## config.mk

```make
export PLATFORM = sky130hd
export DESIGN_NAME = ext_irq_flag
export DESIGN_NICKNAME = d
export VERILOG_FILES = /design/src/rtl/ext_irq_flag.sv
export SDC_FILE = /design/constraint.sdc
export NUM_CORES = 1
export LEC_CHECK = 0
export BUFFER_PORTS_ARGS = -buffer_cell sky130_fd_sc_hd__buf_4
export CORE_AREA = 2 2 39 41
export CTS_CLUSTER_DIAMETER = 50
export DETAILED_ROUTE_END_ITERATION = 6
export DIE_AREA = 0 0 41 43
export PLACE_DENSITY = 0.35
export SETUP_SLACK_MARGIN = 0.2
export SLEW_MARGIN = 20
export SYNTH_ARGS = -nofsm -noshare
export SYNTH_HDL_FRONTEND = slang
export SYNTH_SLANG_ARGS = --single-unit
```

## constraint.sdc

```tcl
create_clock -name clk -period 1.2 [get_ports clk]
set_input_delay 0.06 -clock clk [delete_from_list [all_inputs] [get_ports clk]]
set_output_delay 0.06 -clock clk [all_outputs]
set_load 0.05 [all_outputs]
```

## src/rtl/ext_irq_flag.sv

```systemverilog
module ext_irq_flag #(
  parameter int SYNC_STAGES = 2
) (
  input  logic clk,
  input  logic rst_n,
  input  logic pin_n,
  input  logic edge_mode,
  input  logic vec_ack,
  input  logic sw_wr,
  input  logic sw_data,
  output logic req_flag
);
  localparam int TOP = SYNC_STAGES - 1;

  logic [TOP:0] sync_q;
  logic         prev_q;
  logic         flag_q;
  logic         pin_lvl;
  logic         fall;

  assign pin_lvl = sync_q[TOP];
  assign fall    = prev_q & ~pin_lvl;

  generate
    if (SYNC_STAGES > 1) begin : g_chain
      always_ff @(posedge clk or negedge rst_n)
        if (!rst_n) sync_q <= '1;
        else        sync_q <= {sync_q[TOP-1:0], pin_n};
    end else begin : g_single
      always_ff @(posedge clk or negedge rst_n)
        if (!rst_n) sync_q <= '1;
        else        sync_q <= pin_n;
    end
  endgenerate

  always_ff @(posedge clk or negedge rst_n)
    if (!rst_n) prev_q <= 1'b1;
    else        prev_q <= pin_lvl;

  always_ff @(posedge clk or negedge rst_n)
    if (!rst_n)         flag_q <= 1'b0;
    else if (!edge_mode) flag_q <= 1'b0;
    else if (fall)      flag_q <= 1'b1;
    else if (sw_wr)     flag_q <= sw_data;
    else if (vec_ack)   flag_q <= 1'b0;

  assign req_flag = edge_mode ? flag_q : ~pin_lvl;
endmodule


```

## Word-level counts from Yosys, hierarchy flattened

Index checks and enable logic that the tools add are counted.

- Register bits after elaboration: 4
- Input bits: 7
- Output and inout port bits: 1

- Eq/ne operators: 1
- Muxes and demuxes: 5
- Bitwise operators: 2

Operators by type and width:

| operator | number |
|---|---|
| 1-bit 2-to-1 mux | 5 |
| 4-bit by 1-bit != test with 1-bit output, second input constant | 1 |
| 1-bit AND | 1 |
| 1-bit NOT | 1 |

## Depth between registers and ports, before layout

- Depth in word-level cells: 4
- Depth in mapped cells: 2
- Mapped depth without buffers: 2

## Least setup slack after synthesis

OpenSTA, ideal clock, no wires.

- Kind: reg2out
- Start point: register sync_q[1]
- End point: output port req_flag
- Arrival: 1.439 ns
- Slack: -0.299 ns
- Stages on the path, launching flop included: 2
- Cell sequence: dfstp_2 -> o21ai_0

- Word-level cells in the longest chain between the ends: 2

Ends and longest elaborated chain:

| element | line | source |
|---|---|---|
| from (decl) | 15 | `logic [TOP:0] sync_q;` |
| from (signal assigned) | 28 | `else sync_q <= {sync_q[TOP-1:0], pin_n};` |
| 1-bit NOT | 47 | `assign req_flag = edge_mode ? flag_q : ~pin_lvl;` |
| 1-bit 2-to-1 mux | 47 |  |
| to (decl) | 11 | `output logic req_flag` |

Every way passes these cells.

## Worst setup path in the final report

Ends and elaborated chain as after synthesis.

==> impl_metrics.env <==
export IMPL_final_max_slew_violation_count=0
export IMPL_crit_required_ns=1.14
export IMPL_rsz0062_at_grt="yes"
export IMPL_dieArea_mm2=0.001763
export IMPL_end_kind="primary output"
export IMPL_finalInstanceArea_um2=275.3
export IMPL_wl_per_cell_um=7.317
export IMPL_cpMaxStageDelayCell="dfstp_2"
export IMPL_setup_slack_ns=0.1842
export IMPL_dp_cells=34
export IMPL_crit_path_max_incr_delay_ns=0.53
export IMPL_max_slew_margin_pct=89.48
export IMPL_fillers=154
export IMPL_cpLargestDelayFamily="flip-flops"
export IMPL_power_mw=0.3831
export IMPL_nets=33
export IMPL_syn2layout_area_growth_pct=94.69
export IMPL_syn_area_per_cell_um2=12.85
export IMPL_portBuffers=7
export IMPL_status="completed"
export IMPL_timing_setup_tns_ns=0
export IMPL_cts_tree="built"
export IMPL_ir_worst_vdd_mv=0.5236
export IMPL_totalWireLength_um=300
export IMPL_mostFrequentLayoutCells="7 x buf_4, 3 x clkbuf_4, 3 x dfstp_2"
export IMPL_arrival_ns=0.96
export IMPL_ys_seq_area_share_pct=73.45
export IMPL_final_antenna_net_count=0
export IMPL_dr_total_vias=131
export IMPL_cts_max_path_buffers=2
export IMPL_die_h_um=43
export IMPL_finalHoldViolations=0
export IMPL_drc=0
export IMPL_io_pin_count=8
export IMPL_netlist_area_um2=141.4
export IMPL_drive_gt1_share_pct=60.00
export IMPL_max_freq_mhz=984.4
export IMPL_start_util_pct=10.22
export IMPL_fin_crit_sh_pct=84.65
export IMPL_grt_pass1_vias=149
export IMPL_cp_start_kind="flop"
export IMPL_clockRootBuffer="clkbuf_4"
export IMPL_syn_inst=11
export IMPL_layoutNonFillerInstCount=41
export IMPL_cp_cell_sequence="o21ai_2 -> buf_6"
export IMPL_grt_max_degree=5
export IMPL_ys_warnings_count=0
export IMPL_layout_commonest_cell="buf_4"
export IMPL_holdWs_ns=0.06814
export IMPL_drt_pass1_iterations=2
export IMPL_post_dp_cell_area_um2=217.7
export IMPL_globalplace_congestion=0.5239
export IMPL_vias_per_cell=3.195
export IMPL_reg2reg_setup_slack_ns=0.27
export IMPL_cts_sinks=4
export IMPL_numCtsBuffers=3
export IMPL_core_area_mm2=0.001384
export IMPL_clock_skew_final_ns=0.009015
export IMPL_path_max_fanout=2
export IMPL_dieWidth_um=41
export IMPL_drv_cap=0
export IMPL_hp_class="primary input to flop"
export IMPL_regArea_um2=103.9
export IMPL_crit_buf_inv=1
export IMPL_htreeDepth=1
export IMPL_overflow=0
export IMPL_core_rowCount=14
export IMPL_antenna_found_initial=0
export IMPL_track_usage_pct=5.152
export IMPL_worstMarginPinSlew_ns=0.1571
export IMPL_power_density_mw_per_mm2=1392
export IMPL_finalCriticalPeriod_ns=1.016
export IMPL_leakagePower_nw=0.1247
export IMPL_syn_num_nets=18
export IMPL_antenna_cells=0
export IMPL_synth_distinct_cells=8
export IMPL_grt_pass1_wl_um=538
export IMPL_postLayoutCoreUtil_pct=19.89
export IMPL_synth_seq_cells=4
export IMPL_crit_type="flop to primary output"
export IMPL_setup_viol=0
export IMPL_multi_input_area_um2=37.54
export IMPL_post_place_ws_ns=0.3007
export IMPL_clk_pin_slew_worst_paths_ns=0.04
export IMPL_insertion_delay_ns=0.24
export IMPL_drtIter0Drc=1
## worst register-to-register path, delay by kind of cell, from the launching register on
kind / cells / cell delay, ns
AND/OR/NAND/NOR: 1 / 0.35
flip-flops: 1 / 0.34
AO/OA/AOI/OAI: 1 / 0.16
## timing repair
action / CTS / global route
setup endpoints to repair: 1 / 1
hold buffers: 2 / 0
endpoints found under the hold margin: 5 / 0
cloned: 0 / 0
resized for setup: 1 / 0
buffers inserted: 1 / 0
## synth_stat cells
cell type	number	area [um2]
a31oi_1	1	6.260
dfrtp_1	1	25.02
dfstp_2	3	78.83
inv_1	1	3.750
nand2_1	2	7.510
nand2b_1	1	6.260
o21ai_0	1	5.000
or3b_1	1	8.760
## flip-flops by register name, summed over array words and instances, names as in the netlist
register,cells
sync_q,2
flag_q,1
prev_q,1
## report_power, final
group | total [mW] | switching, mW | internal, mW
Clock | 0.182 | 0.0570 | 0.125
Combinational | 0.0512 | 0.0225 | 0.0287
Sequential | 0.150 | 0.00309 | 0.147
Total | 0.383 | 0.0826 | 0.301
## final timing paths
| check | from | endpoint | cells after the start |
|---|---|---|---|
| max in group asynchronous | rst_n | sync_q[1] | 2 |
| hold reg to reg | sync_q[0] | sync_q[1] | 0 |
| min in group asynchronous | rst_n | flag_q | 2 |
| setup / recovery | sync_q[1] | req_flag | 2 |
| setup reg to reg | flag_q | flag_q | 2 |
| hold / removal | edge_mode | flag_q | 3 |
## layout make-up
type | count | area share, %
clock buffer | 4 | 9.545
sequential | 4 | 37.73
multi-input combinational | 6 | 13.64
tap | 16 | 7.273
inverter | 1 | 1.364
timing repair buffer | 10 | 30.45
## logic make-up (layout without fill, tap and decap cells)
logic type	after synthesis	after routing	share of synthesized area (%)
buf+inv	1	15	2.652
flops	4	4	73.45
simple gates	4	4	15.94
compound gates	2	2	7.964
## layer usage
layer,vias up,track usage (%),wire [um]
met5,-,0,0
met4,0,2.000,0
met3,0,6.283,58
met2,10,7.187,120
met1,56,4.262,121
li1,65,-,-
Power figures use the tool's default switching activity.
